==> src/rtl/irqgen_pkg.sv <==
package irqgen_pkg;
  typedef enum logic [1:0] {
    ES_IDLE  = 2'd0,
    ES_PULSE = 2'd1,
    ES_GAP   = 2'd2
  } edge_st_e;

  localparam logic [1:0] ADDR_CTRL = 2'd0;
  localparam logic [1:0] ADDR_STAT = 2'd1;
  localparam logic [1:0] ADDR_ENAB = 2'd2;
  localparam logic [1:0] ADDR_TIME = 2'd3;

  localparam int unsigned DATA_W  = 32;
  localparam int unsigned PW_W    = 16;
  localparam int unsigned GAP_W   = 8;
  localparam int unsigned GAP_LSB = 24;
endpackage

==> src/rtl/irqgen_status.sv <==
module irqgen_status #(
  parameter int unsigned NUM_EVT = 8
) (
  input  logic               clk,
  input  logic               rst_n,
  input  logic [NUM_EVT-1:0] evt,
  input  logic [NUM_EVT-1:0] clr_mask,
  output logic [NUM_EVT-1:0] status
);
  for (genvar i = 0; i < NUM_EVT; i++) begin : g_bit
    always_ff @(posedge clk or negedge rst_n) begin
      if (!rst_n)          status[i] <= 1'b0;
      else if (evt[i])     status[i] <= 1'b1;
      else if (clr_mask[i]) status[i] <= 1'b0;
    end
  end
endmodule

==> src/rtl/irqgen_edge.sv <==
module irqgen_edge
  import irqgen_pkg::*;
#(
  parameter int unsigned PW_BITS   = 16,
  parameter int unsigned GAP_BITS  = 8,
  parameter int unsigned GAP_SHIFT = 8
) (
  input  logic                clk,
  input  logic                rst_n,
  input  logic                run,
  input  logic                gate,
  input  logic                pend_any,
  input  logic                new_evt,
  input  logic [PW_BITS-1:0]  pw,
  input  logic [GAP_BITS-1:0] gap,
  output logic                pulse_on
);
  localparam int unsigned GL_W  = GAP_BITS + GAP_SHIFT;
  localparam int unsigned CNT_W = (PW_BITS > GL_W) ? PW_BITS : GL_W;

  edge_st_e          st;
  logic [CNT_W-1:0]  cnt;
  logic              armed;
  logic              fire;
  logic [CNT_W-1:0]  pw_load;
  logic [CNT_W-1:0]  gap_load;

  assign fire     = run && gate && (st == ES_IDLE) && pend_any && armed;
  assign pw_load  = (pw == '0) ? CNT_W'(1) : CNT_W'(pw);
  assign gap_load = CNT_W'({gap, {GAP_SHIFT{1'b0}}});
  assign pulse_on = (st == ES_PULSE);

  always_ff @(posedge clk or negedge rst_n) begin
    if (!rst_n) begin
      armed <= 1'b1;
    end else if (fire) begin
      armed <= 1'b0;
    end else if (new_evt || !pend_any) begin
      armed <= 1'b1;
    end
  end

  always_ff @(posedge clk or negedge rst_n) begin
    if (!rst_n) begin
      st  <= ES_IDLE;
      cnt <= '0;
    end else if (!run) begin
      st  <= ES_IDLE;
      cnt <= '0;
    end else begin
      case (st)
        ES_IDLE: begin
          if (fire) begin
            st  <= ES_PULSE;
            cnt <= pw_load;
          end
        end
        ES_PULSE: begin
          if (cnt <= CNT_W'(1)) begin
            if (gap == '0) begin
              st <= ES_IDLE;
            end else begin
              st  <= ES_GAP;
              cnt <= gap_load;
            end
          end else begin
            cnt <= cnt - CNT_W'(1);
          end
        end
        ES_GAP: begin
          if (cnt <= CNT_W'(1)) st <= ES_IDLE;
          else                  cnt <= cnt - CNT_W'(1);
        end
        default: st <= ES_IDLE;
      endcase
    end
  end
endmodule

==> src/rtl/irqgen_top.sv <==
module irqgen_top
  import irqgen_pkg::*;
#(
  parameter int unsigned NUM_EVT   = 8,
  parameter logic [15:0] PW_RST    = 16'h0021,
  parameter int unsigned GAP_SHIFT = 8
) (
  input  logic               clk,
  input  logic               rst_n,
  input  logic [NUM_EVT-1:0] evt_strobe,
  input  logic               reg_wr,
  input  logic [1:0]         reg_addr,
  input  logic [31:0]        reg_wdata,
  output logic [31:0]        reg_rdata,
  output logic               irq_out
);
  logic [2:0]         ctrl_q;
  logic [NUM_EVT-1:0] en_q;
  logic [PW_W-1:0]    pw_q;
  logic [GAP_W-1:0]   gap_q;
  logic [NUM_EVT-1:0] status_q;
  logic [NUM_EVT-1:0] clr_mask;
  logic               pulse_on;
  logic               gate, run_edge, pol, pend_any, new_evt, act;
  logic               wdata_unused;

  assign gate     = ctrl_q[0];
  assign run_edge = ctrl_q[1];
  assign pol      = ctrl_q[2];

  assign clr_mask = (reg_wr && reg_addr == ADDR_STAT) ? reg_wdata[NUM_EVT-1:0] : '0;
  assign pend_any = |(status_q & en_q);
  assign new_evt  = |(evt_strobe & en_q);
  assign wdata_unused = ^reg_wdata[GAP_LSB-1:PW_W];

  always_ff @(posedge clk or negedge rst_n) begin
    if (!rst_n) begin
      ctrl_q <= '0;
      en_q   <= '0;
      pw_q   <= PW_RST;
      gap_q  <= '0;
    end else if (reg_wr) begin
      case (reg_addr)
        ADDR_CTRL: ctrl_q <= reg_wdata[2:0];
        ADDR_ENAB: en_q   <= reg_wdata[NUM_EVT-1:0];
        ADDR_TIME: begin
          pw_q  <= reg_wdata[PW_W-1:0];
          gap_q <= reg_wdata[GAP_LSB +: GAP_W];
        end
        default: ;
      endcase
    end
  end

  irqgen_status #(.NUM_EVT(NUM_EVT)) u_status (
    .clk      (clk),
    .rst_n    (rst_n),
    .evt      (evt_strobe),
    .clr_mask (clr_mask),
    .status   (status_q)
  );

  irqgen_edge #(
    .PW_BITS   (PW_W),
    .GAP_BITS  (GAP_W),
    .GAP_SHIFT (GAP_SHIFT)
  ) u_edge (
    .clk      (clk),
    .rst_n    (rst_n),
    .run      (run_edge),
    .gate     (gate),
    .pend_any (pend_any),
    .new_evt  (new_evt),
    .pw       (pw_q),
    .gap      (gap_q),
    .pulse_on (pulse_on)
  );

  assign act     = gate && (run_edge ? pulse_on : pend_any);
  assign irq_out = pol ? act : !act;

  always_comb begin
    reg_rdata = '0;
    case (reg_addr)
      ADDR_CTRL: reg_rdata[2:0]         = ctrl_q;
      ADDR_STAT: reg_rdata[NUM_EVT-1:0] = status_q;
      ADDR_ENAB: reg_rdata[NUM_EVT-1:0] = en_q;
      default: begin
        reg_rdata[PW_W-1:0]       = pw_q;
        reg_rdata[GAP_LSB +: GAP_W] = gap_q;
      end
    endcase
  end
endmodule

==> config.mk <==
export PLATFORM = sky130hd
export DESIGN_NAME = irqgen_top
export DESIGN_NICKNAME = d
export VERILOG_FILES = /design/src/rtl/irqgen_pkg.sv /design/src/rtl/irqgen_status.sv /design/src/rtl/irqgen_edge.sv /design/src/rtl/irqgen_top.sv
export SDC_FILE = /design/constraint.sdc
export NUM_CORES = 1
export LEC_CHECK = 0
export BUFFER_PORTS_ARGS = -buffer_cell sky130_fd_sc_hd__buf_2
export CAP_MARGIN = 20
export CORE_MARGIN = 4
export CORE_UTILIZATION = 36
export CTS_CLUSTER_DIAMETER = 40
export DETAILED_ROUTE_END_ITERATION = 10
export SYNTH_ARGS = -nofsm -noshare
export SYNTH_HDL_FRONTEND = slang
export SYNTH_HIERARCHICAL = 1
export SYNTH_SLANG_ARGS = --single-unit
==> constraint.sdc <==
create_clock -name clk -period 6.3 [get_ports clk]
set_clock_uncertainty 0.15 [all_clocks]
set_input_delay 0.315 -clock clk [delete_from_list [all_inputs] [get_ports clk]]
set_output_delay 0.315 -clock clk [all_outputs]
set_load 0.01 [all_outputs]
Yosys cells after proc, flatten, opt, wreduce, memory -nomap -nowiden
Index checks and enable logic that the tools add are counted.

word-level totals
  logic and storage cells = 98
  input bits = 45
  output and inout port bits = 33
  flip-flop bits (word level) = 62

operators by class
  bitwise gates (word level) = 2
  add/sub/neg operators = 1
  $lt $le $gt $ge = 1
  eq/ne operators = 11
  muxes and demuxes = 38
  reduce and logical (&&, ||, !) cells = 30

operator list
  cell                     number
  $mux W16                 6
  $pmux W16 S3             1
  $mux W8                  3
  $mux W1                  20
  $reduce_bool A2 Y1       9
  $and A8 B8 Y8            2
  $le A16 B1 Y1 const B    1
  $logic_not A16 Y1        1
  $reduce_or A8 Y1         2
  $sub A16 B1 Y16 const B  1
  $pmux W5 S3              1
  $mux W2                  5
  $ne A3 B2 Y1 const B     3
  $pmux W3 S3              1
  $logic_not A8 Y1         1
  $eq A2 B2 Y1 const B     3
  $logic_and A1 B1 Y1      6
  $pmux W2 S3              1
  $reduce_and A2 Y1        3
  $eq A2 B1 Y1 const B     2
  $logic_not A2 Y1         2
  $ne A4 B1 Y1 const B     1
  $ne A4 B4 Y1 const B     1
  $reduce_and A4 Y1        1
  5 further kinds          6

Logic depth before layout (Yosys ltp)
Gate-level depths: netlist of run 1.

  depth in word-level cells = 7
  mapped depth = 9
  gate-level depth less buffers = 8

Hierarchy
The synthesis of run 1 kept the hierarchy.

by module, submodules not included
  module         area an instance (um^2)  cells each  instances
  irqgen_top     1946.9                   142         1
  irqgen_edge    1612.8                   192         1
  irqgen_status  290.3                    24          1

Least setup slack after synthesis of run 1
OpenSTA, ideal clock, no wires.

  path kind = flip-flop to flip-flop
  start point = register u_edge.cnt[6]
  end point = register u_edge.cnt[2]
  clock period less this slack = 2.681 ns
  required time = 6.024 ns
  setup slack = 3.619 ns
  cell stages (with the launch flop) = 9
  buffers on the path = 2
  data arrival time = 2.405 ns
  path through = dfrtp_1 buf_6 or4_4 or4_4 buf_6 or2_4 o21ai_2 o32ai_1 a221o_1

on the way
  longest elaborated chain between the ends = 4
  elaborated cells between the ends (all ways) = 7
  classes of those cells = order compare: 1; eq/ne: 2; mux: 3; reduce/logical: 1

ends and longest elaborated chain
  item                    RTL line                              RTL
  start, declared         irqgen_edge.sv:22                     logic [CNT_W-1:0] cnt;
  start signal, assigned  irqgen_edge.sv:55                     cnt <= pw_load;
  start signal, assigned  irqgen_edge.sv:64                     cnt <= gap_load;
  start signal, assigned  irqgen_edge.sv:67                     cnt <= cnt - CNT_W'(1);
  $le A16 B1 Y1 (*)       irqgen_edge.sv:59, irqgen_edge.sv:71
  $mux W16                irqgen_edge.sv:59                     if (cnt <= CNT_W'(1)) begin
  $pmux W16 S3            irqgen_edge.sv:51                     case (st)
  $mux W16                irqgen_edge.sv:47                     end else if (!run) begin

Mark *: on every way between the ends. The rest lies on a longest branch, timed or not.
A chain may end at the register's enable or synchronous reset.

Final worst setup path of run 1
  start point = register u_edge.cnt[6]
  end point = register u_edge.cnt[6]

on the way
  longest elaborated chain between the ends = 4
  elaborated cells between the ends (all ways) = 9
  classes of those cells = add/sub: 1; order compare: 1; eq/ne: 2; mux: 4; reduce/logical: 1

ends and longest elaborated chain
  item                                              RTL line
  $sub A16 B1 Y16 or $le A16 B1 Y1 (tied branches)  n/a
  $mux W16 (on tied branches)                       irqgen_edge.sv:71, irqgen_edge.sv:59
  $pmux W16 S3                                      irqgen_edge.sv:51
  $mux W16                                          irqgen_edge.sv:47

Parallel ways exist; a longest one is shown, timed or not. The select of a mux whose other input is x is not followed.

==> impl_metrics.tcl, run 1 <==
set metrics [dict create \
    final.period_utilization_pct 46.3 \
    finalMaxSlewViolations 0 \
    holdBufCountCts 0 \
    dr_wl_met2_um 4350 \
    fp.coreArea_um2 10400 \
    path_buf_inv 0 \
    global_route.overflow_total 0 \
    finish.cell_count_without_fillers 553 \
    reg2reg_to "u_edge/cnt[6]" \
    ys_top_cells_by_area "dfrtp_1 38%, mux2_4 8.2%, mux2_2 5.8%" \
    cts.clk_slew.worst_paths_ps 70 \
    area_growth_syn_to_layout_pct 13.6 \
    tightest_slew_ps 833 \
    critPathMaxFanout 12 \
    finalSetupViolations 0 \
    number_of_enable_type_register_cells_in_the_synthesized_netlist 0 \
    place.port_buffers 61 \
    cellPowerDensity_nw_per_um2 432 \
    synth-seq-cells 62 \
    die_w_um 111 \
    cts_inserted_buffers 9 \
    num_io_pins 78 \
    worst_r2r_path_depth 6 \
    crit_family "simple AND/OR/NAND/NOR gates" \
    synth_top_area_share_pct 38.3 \
    dieArea_um2 12400 \
    fmaxAchievable_ghz 0.343 \
    worst-setup-path-type "flop to flop" \
    critical_path.cell_chain "or4_4, or4_4, or2_4, o21ai_2, o32ai_1, a221o_1" \
    ctsResizeCount 0 \
    clock_tree.buffer_depth 2 \
    yosysSeqAreaShare_pct 40.4 \
    critical-path-max-stage-delay_ps 560 \
    wire_length_of_the_first_global_routing_pass_um 16300 \
    hold_crit_class "primary input to asynchronous set/reset pin" \
    hpwlAfterDp_um 7220 \
    synth_cell_types 63 \
    post_route_cells_drive_above_1_share_pct 33.3 \
    relative_max_transition_margin_pct 44.5 \
    routed_wl_um 9940 \
    synthesized_netlist_cell_count 358 \
    cts_post_setup_buffers_inserted 0 \
    dr.max_layer_used "met4" \
    grt_start_max_net_pins 63 \
    crit_path_end_kind "flop" \
    synth_commonest_cells "59 x dfrtp_1, 21 x mux2_4, 20 x mux2_2, 20 x nand2_1" \
    clockRootBuffer "clkbuf_8" \
    design.final.nets 463 \
    groute.usage.overall_pct 16.1 \
    worst_ir_drop_vdd_mv 0.186 \
    leakage_nw 2.02 \
    dp_cells 536 \
    cts_max_level 3 \
    detail_route.drc_violations 0 \
    rsz_0062_raised_after_global_routing "false" \
    tritoncts "built" \
    m1WireLength_um 4780 \
    crit_path_frequent_cell "or4_4" \
    ys_warn_count 6 \
    synth_ff_type "dfrtp_1" \
    synth.cell_area_um2 3850 \
    post-synth-top-count-cell "dfrtp_1" \
    rr_startpoint "u_edge/cnt[6]" \
    antenna_found_initial 0 \
    hold_violations 0 \
    synth_area_per_cell_um2 10.8 \
    run_status "finished, final reports clean" \
    yosysTopAreaCell "dfrtp_1" \
    report.power.total_mw 1.89 \
    route.detailed.vias_per_inst 5.55 \
    clkSinkCount 62 \
    routedWlPerCell_um 18.0 \
    vias_in_the_first_global_route 3134 \
    critical_path_arrival_ps 2980 \
    detailedRoute.firstPassIterationCount 4 \
    crit_required_ps 6370 \
    drtAntennaViolNets 0 \
    synthArstFlopShare_pct 100 \
    floorplan.initialDensity_pct 37.1 \
    floorplan.die.height_um 111 \
    reg_to_reg_slack_setup_ps 3380 \
    final_critical_period_ps 2920 \
    totalNegativeSetupSlack_ps 0 \
    drt_first_iter_violations 156 \
    vias_after_detailed_routing 3068 \
    rows 37 \
    antenna_diodes 0 \
    met3_length_um 577 \
    gp_routability_congestion 0.901 \
    cap_viol_max_count 0 \
    clk_latency_ps 340 \
    worstSetupStartpointType "flop" \
    timing.critical_path.slowest_stage_cell "or4_4" \
]
-- power by group --
part	switching, mW	internal, mW
Sequential	0.127	0.498
Clock	0.158	0.193
Combinational	0.512	0.404
Total	0.797	1.09
-- metal layers --
layer	vias up	GRT usage [%]
li1	1430	-
met1	1501	22.4
met2	119	25.1
met5	-	0
met3	18	4.02
met4	0	4.46
-- placed cells by master (no fill, tap or decap), types with 10 or more instances in the layout --
cell type / synthesis / final
buf_2: 3 / 61
dfrtp_1: 59 / 59
mux2_4: 21 / 21
mux2_2: 20 / 20
nand2_1: 20 / 20
and3_1: 18 / 18
inv_1: 18 / 18
nor2_1: 16 / 16
a22o_1: 14 / 14
o21ai_0: 13 / 13
clkbuf_8: 0 / 10
-- sequential cells by signal, indices dropped and copies added, names as in the netlist --
signal           flops
u_edge/cnt          16
en_q                 8
gap_q                8
pw_q                16
u_status/status      8
u_edge/armed         1
ctrl_q               3
u_edge/st            2
-- final cells by class --
| type | count | area (um2) |
|---|---|---|
| clock inverter | 4 | 47.5 |
| timing repair buffer | 63 | 320 |
| sequential | 62 | 1560 |
| clock buffer | 12 | 145 |
| inverter | 18 | 67.6 |
| tap | 136 | 170 |
| multi-input combinational | 258 | 2070 |
| fill | 1038 | 5990 |
-- worst max-delay path by stage --
stage                    end          start  cells past startpoint  slack (ps)
2_1_floorplan  u_edge/cnt[2]  u_edge/cnt[6]                      8        3620
3_3_place_gp   u_edge/cnt[6]   u_edge/st[1]                      6        3410
3_5_place_dp   u_edge/cnt[6]   u_edge/st[1]                      6        3340
4_1_cts        u_edge/cnt[6]   u_edge/st[1]                      6        3310
5_1_grt        u_edge/cnt[6]  u_edge/cnt[6]                      6        3290
6_report       u_edge/cnt[6]  u_edge/cnt[6]                      6        3380
-- stage by stage --
step | setup WS (ps) | utilization [%] | hold slack (ps) | cell area [um2]
6_report | 3380 | 42.2 | 2.96 | 4380
5_1_grt | 3290 | 42.2 | 7.67 | 4380
4_1_cts | 3310 | 42.1 | 5.49 | 4370
3_5_place_dp | 3340 | 40.3 | 351 | 4180
3_3_place_gp | 3410 | 40.3 | 337 | 4180
2_1_floorplan | 3620 | - | -131 | 3880
-- kinds of logic after synthesis --
| family | synth area share [%] |
|---|---|
| AOI/OAI and AO/OA | 18.0 |
| other | 0.0974 |
| xor gates and xnor gates | 1.59 |
| buffers and inverters | 6.53 |
| adders and majority gates | 1.95 |
| and+or+nand+nor | 15.6 |
| DFF | 40.4 |
| muxes | 15.8 |
No activity file was read; power rests on OpenSTA's default activity.
==> run 2, diff against run 1 <==
--- a/config.mk
+++ b/config.mk
@@ -5,6 +5,7 @@
 export SDC_FILE = /design/constraint.sdc
 export NUM_CORES = 1
 export LEC_CHECK = 0
+export ABC_AREA = 1
 export BUFFER_PORTS_ARGS = -buffer_cell sky130_fd_sc_hd__buf_2
 export CAP_MARGIN = 20
 export CORE_MARGIN = 4
==> constraint.sdc (replaced) <==
create_clock -name clk -period 2.94 [get_ports clk]
set_clock_uncertainty 0.15 [all_clocks]
set_input_delay 0.147 -clock clk [delete_from_list [all_inputs] [get_ports clk]]
set_output_delay 0.147 -clock clk [all_outputs]
set_load 0.01 [all_outputs]
==> impl_metrics.tcl, run 2 <==
set metrics [dict create \
    drt_first_iter_violations 179 \
    mostFrequentLayoutCells "186 x nand2_1, 83 x nor2_1, 81 x inv_1" \
    tightest_slew_ps 826 \
    crit_required_ps 3080 \
    num_io_pins 78 \
    area_growth_syn_to_layout_pct 22.0 \
    global_route.overflow_total 0 \
    critical_path.cell_chain "inv_1, ha_1, inv_1, nand2_1, nand2_1, nor2_4, nand2_2, nand2_4, nand3_4, nand2_8, nor2_4, nand3_1, nand2_1" \
    fmaxAchievable_ghz 0.475 \
    cellPowerDensity_nw_per_um2 875 \
    clk_latency_ps 350 \
    worstSetupStartpointType "flop" \
    synthArstFlopShare_pct 100 \
    gp_routability_congestion 0.896 \
    design.final.nets 723 \
    rsz_0062_raised_after_global_routing "false" \
    antenna_diodes 0 \
    synth_area_per_cell_um2 6.93 \
    run_status "finished, final reports clean" \
    cap_viol_max_count 0 \
    totalNegativeSetupSlack_ps 0 \
    routedWlPerCell_um 13.2 \
    routed_wl_um 10800 \
    critPathMaxFanout 17 \
    tritoncts "built" \
    rows 38 \
    report.power.total_mw 4.28 \
    place_worst_setup_slack_ps 842 \
    post_route_cells_drive_above_1_share_pct 16.2 \
    hold_violations 0 \
    synth_ff_type "dfrtp_1" \
    cts.clk_slew.worst_paths_ps 70 \
    synth-seq-cells 62 \
    finalSetupViolations 0 \
    ctsResizeCount 0 \
    place.port_buffers 61 \
    floorplan.die.height_um 114 \
    vias_in_the_first_global_route 3834 \
    drtAntennaViolNets 0 \
    synth_cell_types 36 \
    groute.usage.overall_pct 17.4 \
    final_critical_period_ps 2100 \
    leakage_nw 2.67 \
    hpwlAfterDp_um 7710 \
    clock_tree.buffer_depth 2 \
    clkSinkCount 62 \
    number_of_enable_type_register_cells_in_the_synthesized_netlist 0 \
    synth_top_area_share_pct 36.8 \
    grt_start_max_net_pins 63 \
    fp.coreArea_um2 10900 \
    yosysSeqAreaShare_pct 38.8 \
    yosysTopAreaCell "dfrtp_1" \
    timing.critical_path.slowest_stage_cell "dfrtp_1" \
    detailedRoute.firstPassIterationCount 5 \
    final_core_util_pct 44.9 \
    clockRootBuffer "clkbuf_8" \
    placed_area_um2 4330 \
    worst_ir_drop_vdd_mv 0.375 \
    synth_commonest_cells "186 x nand2_1, 83 x nor2_1, 81 x inv_1" \
    cts_inserted_buffers 9 \
    postLayoutCellArea_um2 4890 \
    finalMaxSlewViolations 0 \
    crit_path_end_kind "flop" \
    die_w_um 114 \
    synthesized_netlist_cell_count 579 \
    final.period_utilization_pct 71.5 \
    cts_max_level 3 \
    hold_crit_class "primary input to flop" \
    setup_ws_ps 837 \
    post-synth-top-count-cell "nand2_1" \
    floorplan.initialDensity_pct 36.8 \
    vias_after_detailed_routing 3902 \
    layout_commonest_cell "nand2_1" \
    detail_route.drc_violations 0 \
    critical-path-max-stage-delay_ps 370 \
    crit_path_frequent_cell "nand2_1" \
    relative_max_transition_margin_pct 44.7 \
    critical_path_arrival_ps 2240 \
    ys_top_cells_by_area "dfrtp_1 37%, nand2_1 17%, nor2_1 7.8%" \
    antenna_found_initial 0 \
    synth.cell_area_um2 4010 \
    worst-setup-path-type "flop to flop" \
    route.detailed.vias_per_inst 4.78 \
    dieArea_um2 12900 \
    ys_warn_count 6 \
    reg_to_reg_slack_setup_ps 840 \
    layout_top_registers "pw_q x16, u_edge/cnt x16" \
    wire_length_of_the_first_global_routing_pass_um 18200 \
]
## run 2: stage by stage
step                      hold slack (ps)  cells
after floorplan                      -299    586
after global placement                200    768
after detailed placement              205    768
after CTS                            92.5    817
after global routing                  113    817
final                                 111    817
## run 2: final timing paths
check                                         from                 end  cells past startpoint
worst max-delay path                 u_edge/cnt[0]      u_edge/cnt[11]                     13
worst min-delay path                        reg_wr             en_q[3]                      3
worst max register to register       u_edge/cnt[0]      u_edge/cnt[11]                     13
worst min register to register  u_status/status[7]  u_status/status[7]                      2
max in group asynchronous                    rst_n            pw_q[14]                      3
min in group asynchronous                    rst_n       u_edge/cnt[4]                      3
## run 2: critical path: cells and delay by family (launching register included)
kind                     cells  cell delay [ps]
AND/OR/NAND/NOR             10             1130
flip-flops                   1              370
adder cells (fa/ha/maj)      1              230
buffers and inverters        2              170
## run 2: what timing repair did
item	4_1_cts	5_1_grt
hold buffers	33	0
endpoints found under the hold margin	100	0
setup buffers	0	0
## run 2: per-layer routing
layer	wire, um	global-route usage (%)	vias up
met3	482	3.24	16
met5	0	0	-
met1	4980	23.3	1826
met4	183	6.33	0
met2	5150	28.2	102
li1	-	-	1958
## run 2: power by group
part / switching (mW) / total (mW) / leakage [nW] / internal (mW)
clock: 0.349 / 0.912 / 0.115 / 0.563
combinational: 1.38 / 2.10 / 1.83 / 0.715
sequential: 0.224 / 1.27 / 0.730 / 1.05
total: 1.96 / 4.28 / 2.67 / 2.33
## run 2: final cells by class
cell class | instances | area (um2)
repair buffers | 96 | 651
clock inverters | 4 | 95.1
clock buffers | 12 | 135
fillers | 1100 | 5990
multi-input cells | 420 | 1970
flip-flops and latches | 62 | 1560
inverters | 83 | 314
well taps | 140 | 175
## run 2: kinds of logic (layout without fill, tap and decap cells)
logic type,count (synthesis),in the layout,share of synthesized area [%]
other,1,8,0.0935
and+or+nand+nor,332,332,35.4
xor gates and xnor gates,6,6,1.31
DFF,62,62,38.8
buffers and inverters,104,195,12.8
AOI/OAI and AO/OA,68,68,9.73
adders and majority gates,6,6,1.87
==> run 3, diff against run 2 <==
--- a/config.mk
+++ b/config.mk
@@ -5,7 +5,7 @@
 export SDC_FILE = /design/constraint.sdc
 export NUM_CORES = 1
 export LEC_CHECK = 0
-export ABC_AREA = 1
+export ABC_AREA = 0
 export BUFFER_PORTS_ARGS = -buffer_cell sky130_fd_sc_hd__buf_2
 export CAP_MARGIN = 20
 export CORE_MARGIN = 4
==> constraint.sdc (replaced) <==
create_clock -name clk -period 1.8 [get_ports clk]
set_clock_uncertainty 0.15 [all_clocks]
set_input_delay 0.09 -clock clk [delete_from_list [all_inputs] [get_ports clk]]
set_output_delay 0.09 -clock clk [all_outputs]
set_load 0.01 [all_outputs]
==> impl_metrics.tcl, run 3 (synthesis results as in run 1) <==
set metrics [dict create \
    clkSinkCount 62 \
    cellPowerDensity_nw_per_um2 1510 \
    hpwlAfterDp_um 8880 \
    routedWlPerCell_um 17.6 \
    cts_max_level 3 \
    final.period_utilization_pct 146 \
    setup_ws_ps -829 \
    vias_in_the_first_global_route 3827 \
    groute.usage.overall_pct 19.9 \
    crit_required_ps 1880 \
    clock_tree.buffer_depth 2 \
    detail_route.drc_violations 0 \
    hold_violations 0 \
    antenna_found_initial 0 \
    cap_viol_max_count 0 \
    design.final.nets 595 \
    global_route.overflow_total 0 \
    dieArea_um2 12400 \
    drtAntennaViolNets 0 \
    detailedRoute.firstPassIterationCount 4 \
    rsz_0062_raised_after_global_routing "true" \
    worst_ir_drop_vdd_mv 0.755 \
    route.detailed.vias_per_inst 5.30 \
    layout_top_registers "pw_q x16, u_edge/cnt x16" \
    tritoncts "built" \
    antenna_diodes 0 \
    clockRootBuffer "clkbuf_8" \
    die_w_um 111 \
    floorplan.die.height_um 111 \
    grt_start_max_net_pins 27 \
    fp.coreArea_um2 10400 \
    critical_path_arrival_ps 2710 \
    place.port_buffers 61 \
    cts_inserted_buffers 9 \
    fmaxAchievable_ghz 0.380 \
    final.hold.worst_slack_ps 79.4 \
    drt_first_iter_violations 198 \
    gp_routability_congestion 0.847 \
    final_critical_period_ps 2630 \
    run_status "finished with violations" \
    wire_length_of_the_first_global_routing_pass_um 20000 \
    vias_after_detailed_routing 3629 \
    hold_crit_class "primary input to asynchronous set/reset pin" \
    violations_in_the_final_reports "setup timing" \
    filler_cells_inserted 923 \
    critPathMaxFanout 7 \
    cts.clk_slew.worst_paths_ps 80 \
    floorplan.initialDensity_pct 37.1 \
    relative_max_transition_margin_pct 58.9 \
    rows 37 \
    clk_latency_ps 350 \
    area_growth_syn_to_layout_pct 47.7 \
    seq_area_um2 1560 \
    routed_wl_um 12000 \
    mostFrequentLayoutCells "85 x buf_4, 59 x buf_2, 58 x dfrtp_1" \
    finalMaxSlewViolations 0 \
    post_route_cells_drive_above_1_share_pct 45.0 \
    finalSetupViolations 19 \
    leakage_nw 2.66 \
    area_of_the_multi_input_gates_um2 2210 \
    layout_commonest_cell "buf_4" \
    crit_path_end_kind "flop" \
    worst-setup-path-type "flop to flop" \
    totalNegativeSetupSlack_ps -14260 \
    final_core_util_pct 54.8 \
    num_io_pins 78 \
    tightest_slew_ps 613 \
    worstSetupStartpointType "flop" \
]
==> run 3: final timing paths <==
kind	to	slack [ps]	depth (start not counted)	from
min reg2reg	u_edge/st[1]	380	2	u_edge/st[1]
min	u_edge/cnt[13]	80	2	rst_n
max reg2reg	u_edge/cnt[6]	-830	7	u_edge/cnt[4]
max	u_edge/cnt[6]	-830	7	u_edge/cnt[4]
min in group clk	en_q[3]	90	3	reg_wr
max in group asynchronous	u_edge/armed	850	3	rst_n
==> run 3: routing by layer <==
metal / vias to the layer above / routed length, um / global-route usage, %
li1: 1694 / - / -
met2: 109 / 6070 / 35.2
met3: 18 / 581 / 4.46
met5: - / 0 / 0
met1: 1808 / 5190 / 25.1
met4: 0 / 198 / 4.22
==> run 3: critical path, cell delays in order, from the launching register on <==
cell	delay [ps]
dfrtp_1	380
or4_4	530
or4_4	500
buf_4	190
o22ai_4	150
a21boi_4	130
buf_6	180
a221o_1	310
==> run 3: report_power, final <==
part           total, mW  switching [mW]  leakage, nW  internal, mW
clock               1.30           0.613       0.0987         0.684
combinational       5.32            2.58         1.83          2.74
sequential          2.00           0.252        0.737          1.74
==> run 3: area by class of cell <==
type | count | share of cell area (%)
clock inverters | 6 | 1.25
well taps | 136 | 2.99
inverters | 18 | 1.19
repair buffers | 194 | 25.9
multi-input cells | 259 | 38.8
clock buffers | 10 | 2.42
flip-flops and latches | 62 | 27.4
==> run 3: timing repair <==
| action | 4_1_cts | 5_1_grt |
|---|---|---|
| hold endpoints to repair | 102 | 0 |
| resized for setup | 15 | 12 |
| pin swaps | 8 | 4 |
| gates cloned | 1 | 0 |
| buffers inserted | 5 | 1 |
| hold buffers | 39 | 0 |
| setup endpoints to repair | 20 | 22 |
==> run 3: per-stage QoR <==
step                cell area (um2)  power, mW  setup WS [ps]  instances
finish                         5690       8.61           -829        685
global route                   5690       9.20           -891        685
CTS                            5630       8.48           -842        685
detailed placement             4920       6.79           -860        624
global placement               4920       6.68           -800        624
floorplan                      3920       4.81           -831        365
